### src/rtl/i2cbt_pkg.sv
// Shared types for the I2C bit timing sequencer.
package i2cbt_pkg;
    // Sequencer phases between one SCL fall and the SCL release
    typedef enum logic [1:0] {
        ST_IDLE  = 2'd0,
        ST_HOLD  = 2'd1,
        ST_WAIT  = 2'd2,
        ST_SETUP = 2'd3
    } seq_state_t;
endpackage

### src/rtl/i2cbt_line_filter.sv
// Synchronizes the raw SCL line and rejects pulses shorter than filt_len
// samples. Emits a one-cycle pulse when the accepted level falls.
// Assumes SYNC_STAGES >= 2. filt_len = 0 means accept after one sample.
module i2cbt_line_filter #(
    parameter int SYNC_STAGES = 2,
    parameter int FILT_W      = 4
) (
    input  logic              clk,
    input  logic              rst_n,
    input  logic              line_in,
    input  logic [FILT_W-1:0] filt_len,
    output logic              fall_pulse
);
    logic [SYNC_STAGES-1:0] sync_q;
    logic                   samp;
    logic                   level_q;
    logic [FILT_W-1:0]      run_q;
    logic [FILT_W:0]        run_next;

    // Shift chain bringing the line into the clock domain (idle high)
    always_ff @(posedge clk) begin
        if (!rst_n) sync_q <= '1;
        else        sync_q <= {sync_q[SYNC_STAGES-2:0], line_in};
    end

    assign samp     = sync_q[SYNC_STAGES-1];
    assign run_next = {1'b0, run_q} + {{FILT_W{1'b0}}, 1'b1};

    // Accepts a new level after enough differing samples in a row
    always_ff @(posedge clk) begin
        if (!rst_n) begin
            level_q    <= 1'b1;
            run_q      <= '0;
            fall_pulse <= 1'b0;
        end else begin
            fall_pulse <= 1'b0;
            if (samp == level_q) begin
                run_q <= '0;
            end else if (filt_len == '0 || run_next >= {1'b0, filt_len}) begin
                level_q    <= samp;
                run_q      <= '0;
                fall_pulse <= level_q & ~samp;
            end else begin
                run_q <= run_next[FILT_W-1:0];
            end
        end
    end
endmodule

### src/rtl/i2cbt_quanta_timer.sv
// Counts quanta * (presc + 1) clock edges after start. done is a one-cycle
// pulse right after the last counted edge. quanta = 0 gives done at once.
// Assumes no start while a count is running.
module i2cbt_quanta_timer #(
    parameter int PRESC_W = 4,
    parameter int Q_W     = 5
) (
    input  logic               clk,
    input  logic               rst_n,
    input  logic               start,
    input  logic [Q_W-1:0]     quanta,
    input  logic [PRESC_W-1:0] presc,
    output logic               done
);
    logic               busy_q;
    logic [Q_W-1:0]     quant_q;
    logic [PRESC_W-1:0] tick_q;

    // Prescaler plus quantum down-counter
    always_ff @(posedge clk) begin
        if (!rst_n) begin
            busy_q  <= 1'b0;
            quant_q <= '0;
            tick_q  <= '0;
            done    <= 1'b0;
        end else begin
            done <= 1'b0;
            if (start) begin
                if (quanta == '0) begin
                    busy_q <= 1'b0;
                    done   <= 1'b1;
                end else begin
                    busy_q  <= 1'b1;
                    quant_q <= quanta;
                    tick_q  <= presc;
                end
            end else if (busy_q) begin
                if (tick_q == '0) begin
                    if (quant_q == {{(Q_W-1){1'b0}}, 1'b1}) begin
                        busy_q <= 1'b0;
                        done   <= 1'b1;
                    end else begin
                        quant_q <= quant_q - 1'b1;
                        tick_q  <= presc;
                    end
                end else begin
                    tick_q <= tick_q - 1'b1;
                end
            end
        end
    end
endmodule

### src/rtl/i2c_bit_timer.sv
// Top of the I2C bit timing sequencer. On a filtered SCL fall it waits the
// hold delay, drives the next bit on SDA, then (stretching mode) keeps SCL
// low for the setup delay. Assumes settings are static while not idle.
module i2c_bit_timer
    import i2cbt_pkg::*;
#(
    parameter int PRESC_W     = 4,
    parameter int DLY_W       = 4,
    parameter int FILT_W      = 4,
    parameter int SYNC_STAGES = 2
) (
    input  logic               clk,
    input  logic               rst_n,
    input  logic               scl_in,
    input  logic               bit_data,
    input  logic               bit_valid,
    input  logic [PRESC_W-1:0] presc,
    input  logic [DLY_W-1:0]   hold_q,
    input  logic [DLY_W-1:0]   setup_q,
    input  logic [FILT_W-1:0]  filt_len,
    input  logic               no_stretch,
    output logic               bit_taken,
    output logic               sda_pull,
    output logic               scl_pull,
    output logic               underrun
);
    localparam int Q_W = DLY_W + 1;

    seq_state_t     state_q;
    logic           scl_fall;
    logic           tmr_start;
    logic           tmr_done;
    logic [Q_W-1:0] tmr_quanta;
    logic [Q_W-1:0] setup_len;

    i2cbt_line_filter #(
        .SYNC_STAGES(SYNC_STAGES),
        .FILT_W     (FILT_W)
    ) u_filter (
        .clk       (clk),
        .rst_n     (rst_n),
        .line_in   (scl_in),
        .filt_len  (filt_len),
        .fall_pulse(scl_fall)
    );

    i2cbt_quanta_timer #(
        .PRESC_W(PRESC_W),
        .Q_W    (Q_W)
    ) u_timer (
        .clk   (clk),
        .rst_n (rst_n),
        .start (tmr_start),
        .quanta(tmr_quanta),
        .presc (presc),
        .done  (tmr_done)
    );

    assign setup_len = {1'b0, setup_q} + {{DLY_W{1'b0}}, 1'b1};

    // Picks which delay to start and when the bit is consumed
    always_comb begin
        tmr_start  = 1'b0;
        tmr_quanta = {1'b0, hold_q};
        bit_taken  = 1'b0;
        case (state_q)
            ST_IDLE: tmr_start = scl_fall;
            ST_HOLD: begin
                if (tmr_done && bit_valid) begin
                    bit_taken  = 1'b1;
                    tmr_start  = !no_stretch;
                    tmr_quanta = setup_len;
                end
            end
            ST_WAIT: begin
                if (bit_valid) begin
                    bit_taken  = 1'b1;
                    tmr_start  = 1'b1;
                    tmr_quanta = setup_len;
                end
            end
            default: ;
        endcase
    end

    // Phase sequencing, SDA drive and underrun flag
    always_ff @(posedge clk) begin
        if (!rst_n) begin
            state_q  <= ST_IDLE;
            sda_pull <= 1'b0;
            underrun <= 1'b0;
        end else begin
            underrun <= 1'b0;
            case (state_q)
                ST_IDLE: if (scl_fall) state_q <= ST_HOLD;
                ST_HOLD: begin
                    if (tmr_done) begin
                        if (bit_valid) begin
                            sda_pull <= ~bit_data;
                            state_q  <= no_stretch ? ST_IDLE : ST_SETUP;
                        end else if (no_stretch) begin
                            sda_pull <= 1'b0;
                            underrun <= 1'b1;
                            state_q  <= ST_IDLE;
                        end else begin
                            state_q <= ST_WAIT;
                        end
                    end
                end
                ST_WAIT: begin
                    if (bit_valid) begin
                        sda_pull <= ~bit_data;
                        state_q  <= ST_SETUP;
                    end
                end
                ST_SETUP: if (tmr_done) state_q <= ST_IDLE;
                default:  state_q <= ST_IDLE;
            endcase
        end
    end

    // SCL is held low from the fall until the setup delay has elapsed
    always_comb begin
        scl_pull = 1'b0;
        if (!no_stretch) begin
            scl_pull = (state_q == ST_HOLD) || (state_q == ST_WAIT) ||
                       (state_q == ST_SETUP && !tmr_done);
        end
    end
endmodule

### config.mk
export PLATFORM = sky130hd
export DESIGN_NAME = i2c_bit_timer
export DESIGN_NICKNAME = d
export VERILOG_FILES = /design/src/rtl/i2cbt_pkg.sv /design/src/rtl/i2cbt_line_filter.sv /design/src/rtl/i2cbt_quanta_timer.sv /design/src/rtl/i2c_bit_timer.sv
export SDC_FILE = /design/constraint.sdc
export NUM_CORES = 1
export LEC_CHECK = 0
export ABC_AREA = 1
export BUFFER_PORTS_ARGS = -buffer_cell sky130_fd_sc_hd__buf_2
export CAP_MARGIN = 20
export CORE_UTILIZATION = 45
export DETAILED_ROUTE_END_ITERATION = 6
export GPL_TIMING_DRIVEN = 0
export PLACE_DENSITY_LB_ADDON = 0.2
export SKIP_CTS_REPAIR_TIMING = 1
export SYNTH_ARGS = -nofsm -noshare
export SYNTH_HDL_FRONTEND = slang
export SYNTH_SLANG_ARGS = --single-unit
export TNS_END_PERCENT = 10
### constraint.sdc
create_clock -name clk -period 2.29 [get_ports clk]
set_clock_uncertainty 0.15 [all_clocks]
set_input_delay 0.3435 -clock clk [delete_from_list [all_inputs] [get_ports clk]]
set_output_delay 0.3435 -clock clk [all_outputs]
set_load 0.05 [all_outputs]
After elaboration in Yosys (flattened, before gate mapping)
Index checks and enable logic that the tools add are counted.
{ "totals": {"wordCells": 102, "output_inout_bits": 4, "reg_bits": 23} }
{ "op_classes": {"bitwise": 8, "mux": 43, "eq_ne": 13, "addsub": 4, "magnitude_cmp": 1, "reduce_logical": 22} }
{ "op_table": {"columns": ["cell", "n"], "rows": [
  ["two-way mux 5 bit", 7],
  ["two-way mux 4 bit", 5],
  ["two-way mux 1 bit", 19],
  ["two-way mux 2 bit", 7],
  ["AND reduction 4 bit", 3],
  ["adder 4 x 1 -> 5 bit, second input constant", 2],
  ["one-hot mux 5 bit (2 select lines)", 1],
  ["logical NOT 4 bit", 2],
  ["one-hot mux 2 bit (4 select lines)", 1],
  ["NOT 1 bit", 7],
  ["!= test 2 x 1 -> 1 bit, second input constant", 3],
  ["!= test 2 bit, second input constant", 3],
  ["!= test 3 bit, second input constant", 2],
  ["nonzero test 2 bit", 3],
  ["OR reduction 3 bit", 2],
  ["equality test 5 x 1 -> 1 bit, second input constant", 1],
  [">= comparator 5 x 4 -> 1 bit", 1],
  ["logical NOT 5 bit", 1],
  ["subtractor 5 x 1 -> 5 bit, second input constant", 1],
  ["equality test 2 bit, second input constant", 2],
  ["one-hot mux 1 bit (2 select lines)", 2],
  ["OR reduction 4 bit", 1],
  ["subtractor 4 x 1 -> 4 bit, second input constant", 1],
  ["logical OR 1 bit", 3],
  ["9 further kinds", 11]
]} }

Logic depth before layout (Yosys ltp)
{ "logic_depth": {"depth_word": 6, "ltp_mapped": 14, "depth_no_buf": 14} }

Cells and area by module
Synthesis repeated with hierarchy kept, for this count alone.
{ "hier_totals": {"hier_cells": 265, "hier_area_um2": 1756.7} }
{ "by_module_without_submodules": {"columns": ["mod", "cells_per_inst", "n_inst", "area_per_inst_um2"], "rows": [
  ["i2cbt_quanta_timer", 133, 1, 843.3],
  ["i2c_bit_timer", 77, 1, 491.7],
  ["i2cbt_line_filter", 55, 1, 421.7]
]} }

Least setup slack after synthesis
No wires, ideal clock.
{ "synth_path": {"kind": "register to register", "startpoint": "reg state_q[0]", "endpoint": "reg u_timer.quant_q[0]", "arrival_time_ns": 2.364, "period_less_slack_ns": 2.627, "required_ns": 2.027, "path_stages_with_launch": 14, "n_path_buf": 0, "setup_slack_ns": -0.337, "setup_ns": 0.113, "cell_sequence": "dfxtp_1 inv_1 ha_1 inv_1 a21oi_1 nand2_1 nand2_1 nor2_1 nand2_1 nand2_4 nand2_4 nand2_1 nand2_1 nor2_1"} }
{ "synth_via": {"elab_chain_cells": 5, "elab_cells_between_ends": 13, "cone_classes": "4 x eq/ne; 4 x mux; 5 x reduce/logical"} }
{ "synth_lines": {"columns": ["item", "line", "source"], "rows": [
  ["start, declared", "i2c_bit_timer.sv:29", "seq_state_t state_q;"],
  ["start signal, assigned", "i2c_bit_timer.sv:100", "state_q <= no_stretch ? ST_IDLE : ST_SETUP;"],
  ["equality test 2 bit / equality test 2 x 1 -> 1 bit (equally long branches)", "i2c_bit_timer.sv:66", "case (state_q)"],
  ["one-hot mux 5 bit (2 select lines)", "i2c_bit_timer.sv:66", null],
  ["logical NOT 5 bit", "i2cbt_quanta_timer.sv:29", "if (quanta == '0) begin"],
  ["!= test 2 bit (no line)", null, null],
  ["AND reduction 4 bit (no line)", null, null],
  ["end signal, assigned", "i2cbt_quanta_timer.sv:34", "quant_q <= quanta;"],
  ["end signal, assigned", "i2cbt_quanta_timer.sv:43", "quant_q <= quant_q - 1'b1;"],
  ["end, declared", "i2cbt_quanta_timer.sv:16", "logic [Q_W-1:0] quant_q;"]
]} }
Parallel ways exist; a longest one is shown, timed or not. The select of a mux whose other input is x is not followed.
A chain may end at the register's enable or synchronous reset.

Worst setup path in the final report
{ "layout_path": {"startpoint": "reg state_q[0]", "endpoint": "out bit_taken"} }
{ "layout_via": {"elab_chain_cells": 2, "elab_cells_between_ends": 3, "cone_classes": "2 x eq/ne; 1 x mux"} }
{ "layout_lines": {"columns": ["item", "line", "source"], "rows": [
  ["equality test 2 bit / equality test 2 x 1 -> 1 bit (equally long branches)", "i2c_bit_timer.sv:66", null],
  ["one-hot mux 1 bit (2 select lines) *", "i2c_bit_timer.sv:66", null],
  ["end, declared", "i2c_bit_timer.sv:22", "output logic bit_taken,"]
]} }
Mark *: on every way between the ends. The rest lies on a longest branch, timed or not.

==> summary.txt <==
Outcome
  – Outcome: completed

STA
  – Post-route clock period utilization: 93.4%
  – Fmax: 468 MHz
  – Worst Tran Pin Value: 0.380 ns
  – Slew margin rel.: 74.7%
  – Max-slew violations: 0
  – Fin crit period: 2.14 ns
  – Final setup violation count: 0
  – Hold_ws: 0.0540 ns
  – RSZ-0062 raised after global routing: no
  – Fin. Hold Viols: 0

Detailed routing
  – 1st-iter DRT viols: 96
  – DR DRC count: 0
  – Post-DR wirelength/cell: 9.75 um
  – Vias: 1478
  – Post-Route WL: 2.97 mm
  – Drt pass-1 iters: 4
  – ANT nets after route: 0
  – Drt via density: 4.85

Placed design
  – Final HPWL DP: 2.32 mm
  – RePlAce Congestion: 0.831
  – Port Buffers: 24

Synth
  – Mapped Area: 1550 sq um
  – Synth Register Bits: 23
  – Syn Inst Count: 233
  – Synth top area cells: dfxtp_1, nand2_1, ha_1, inv_1, nor2_1
  – Avg Cell Area, Syn: 6.66 sq um
  – Synth area leader: dfxtp_1
  – Post-synthesis sequential area ratio: 29.7%
  – Net Count, Synth: 271
  – Synth async-reset ratio: 0%
  – EDFF count, synth: 0
  – Prevailing post-synth register cell: dfxtp_1
  – Top cell type's share of synthesized area: 29.7%
  – Cell variety after synth: 28
  – Synth warn: 0

Final layout
  – N_diodes: 0
  – Synthesis-to-layout area growth: 15.6%
  – FILL cells: 341
  – Final core occ: 56.9%
  – Commonest non-fill, non-tap cells in the layout: nand2_1, inv_1, nor2_1
  – Commonest non-fill, non-tap cell in the layout: nand2_1
  – Share of layout cells above drive strength 1: 17.6%
  – Fin nets: 300

Global route
  – Vias in the first global route: 1284
  – Grt total ovfl: 0
  – First-pass GRT wire length: 5.05 mm
  – Aggregate global-route resource usage: 18.0%
  – Largest net degree at the start of global routing: 15
  – Antenna violations before repair: 0

Clock tree
  – Worst-path clk slew: 0.13 ns
  – Clock Latency Late Sink: 0.32 ns
  – CTS Root Buffer Type: clkbuf_4
  – Total CTS buffers: 3
  – CTS tree: done
  – Clk sinks: 23
  – H-tree depth: 1
  – CTS Buffer Depth: 2

Floorplanning
  – # rows: 20
  – Die height: 60.7 um
  – Core Region: 3150 sq um
  – I/O pin count: 26
  – Die area: 3690 sq um
  – Initial Util: 49.2%
  – Die width: 60.7 um

Power
  – Combinational power share: 29.6%
  – Switching share of power: 34.6%
  – Clock power frac: 22.1%
  – VDD IR max: 0.320 mV
  – Pwr dens: 502 nW/um^2
  – Static Leak: 0.887 nW
  – Flop pwr share: 48.3%
  – Sw Pwr: 0.311 mW
  – Cell-internal power: 0.589 mW

Setup path
  – Nature of the critical path startpoint: flip-flop
  – Flop-to-flop setup slack: 0.24 ns
  – Worst path slowest cell: dfxtp_4
  – Peak per-stage delay on the critical path: 0.39 ns
  – R2r worst-path depth: 11
  – Crit end category: output pin
  – Critical path required time: 1.80 ns
  – RR Endpoint: u_timer.tick_q[0]
  – Critical path, cell by cell: inv_1, ha_1, nand2_1, a21oi_2, clkbuf_4
  – Crit path DAT: 1.64 ns
  – Crit Path Max Fanout: 7
  – Critical setup path kind: reg -> out

Job
  – Max-cap viol count: 0

Min path
  – Worst hold path class: in -> reg
  – Hold Path End: u_filter.sync_q[0]
  – Hold depth: 2
  – Worst Hold Launch: scl_in
-- flip-flops by register name, indices dropped and copies added (netlist names), named ones only --
register and cells:
sda_pull 1, state_q 1, u_filter.fall_pulse 1, u_filter.level_q 1, u_filter.run_q 4, u_filter.sync_q 2
u_timer.busy_q 1, u_timer.done 1, u_timer.quant_q 5, u_timer.tick_q 4, underrun 1
-- stage by stage --
step / total power, mW / TNS [ns] / worst slack (ns) / area, sq um / instances
after floorplan: 0.621 / 0 / 0.000144 / 1560 / 233
after global placement: 0.683 / 0 / 0.149 / 1730 / 301
after detailed placement: 0.685 / 0 / 0.121 / 1730 / 301
after CTS: 0.882 / -0.109 / -0.0568 / 1760 / 305
after global routing: 0.966 / 0 / 0.0240 / 1790 / 305
final: 0.900 / 0 / 0.152 / 1790 / 305
-- cells by family (layout without fill, tap and decap cells) --
group / count (synthesis) / count (layout) / synth area share (%)
AND/OR/NAND/NOR: 123 / 123 / 34.8
buffers and inverters: 37 / 65 / 9.27
AO/OA/AOI/OAI: 29 / 29 / 10.6
flip-flops: 23 / 23 / 29.7
adder cells (fa/ha/maj): 16 / 16 / 12.9
XOR/XNOR: 5 / 5 / 2.82
-- final cells by class --
| class | instances | area, sq um | area share (%) |
|---|---|---|---|
| Multi-Input combinational cell | 173 | 973 | 54.3 |
| Inverter | 35 | 134 | 7.46 |
| Tap cell | 44 | 55.1 | 3.07 |
| Clock inverter | 1 | 7.51 | 0.418 |
| Timing Repair Buffer | 24 | 125 | 6.97 |
| Clock buffer | 3 | 22.5 | 1.26 |
| Sequential cell | 23 | 464 | 25.9 |
| Buffer | 2 | 12.5 | 0.697 |
-- critical path, delay by kind of cell, from the launching register on --
kind / cells / cell delay [ns]
AND/OR/NAND/NOR: 1 / 0.12
AO/OA/AOI/OAI: 1 / 0.17
buffers and inverters: 2 / 0.40
adder cells (fa/ha/maj): 1 / 0.24
flip-flops: 1 / 0.39
-- power groups by stage --
stage / Clock (mW) / Sequential, mW / Combinational (mW)
floorplan: 0 / 0.442 / 0.180
global placement: 0 / 0.440 / 0.243
detailed placement: 0 / 0.440 / 0.244
CTS: 0.205 / 0.431 / 0.246
global route: 0.222 / 0.438 / 0.306
finish: 0.199 / 0.435 / 0.267
-- metal layers --
metal | global-route usage, % | share of wire (%)
met5 | 0 | 0
met4 | 8.44 | 0.81
met3 | 2.13 | 4.0
met2 | 30.0 | 44
met1 | 23.3 | 51
-- Yosys cell counts (2+ instances only) --
| library cell | count |
|---|---|
| o21ai_0 | 15 |
| nand2_4 | 2 |
| nand2_1 | 57 |
| a21oi_1 | 8 |
| ha_1 | 16 |
| nor2_1 | 32 |
| or2_2 | 2 |
| dfxtp_1 | 23 |
| xor2_1 | 4 |
| nor3_1 | 2 |
| nand3_1 | 17 |
| inv_1 | 34 |
| nand4_1 | 6 |
-- how the worst max path moves through the flow --
stage	slack, ns	depth (start not counted)	from	endpoint
3_5_place_dp	0.12	13	flip-flop	u_timer.quant_q[0]
4_1_cts	-0.06	5	state_q[0]	bit_taken
6_report	0.15	5	state_q[0]	bit_taken
3_3_place_gp	0.15	13	flip-flop	u_timer.quant_q[0]
5_1_grt	0.02	14	flip-flop	u_timer.quant_q[0]
2_1_floorplan	0.0001	13	state_q[0]	u_timer.quant_q[0]
Note: power is estimated with default switching activity, not from simulation.
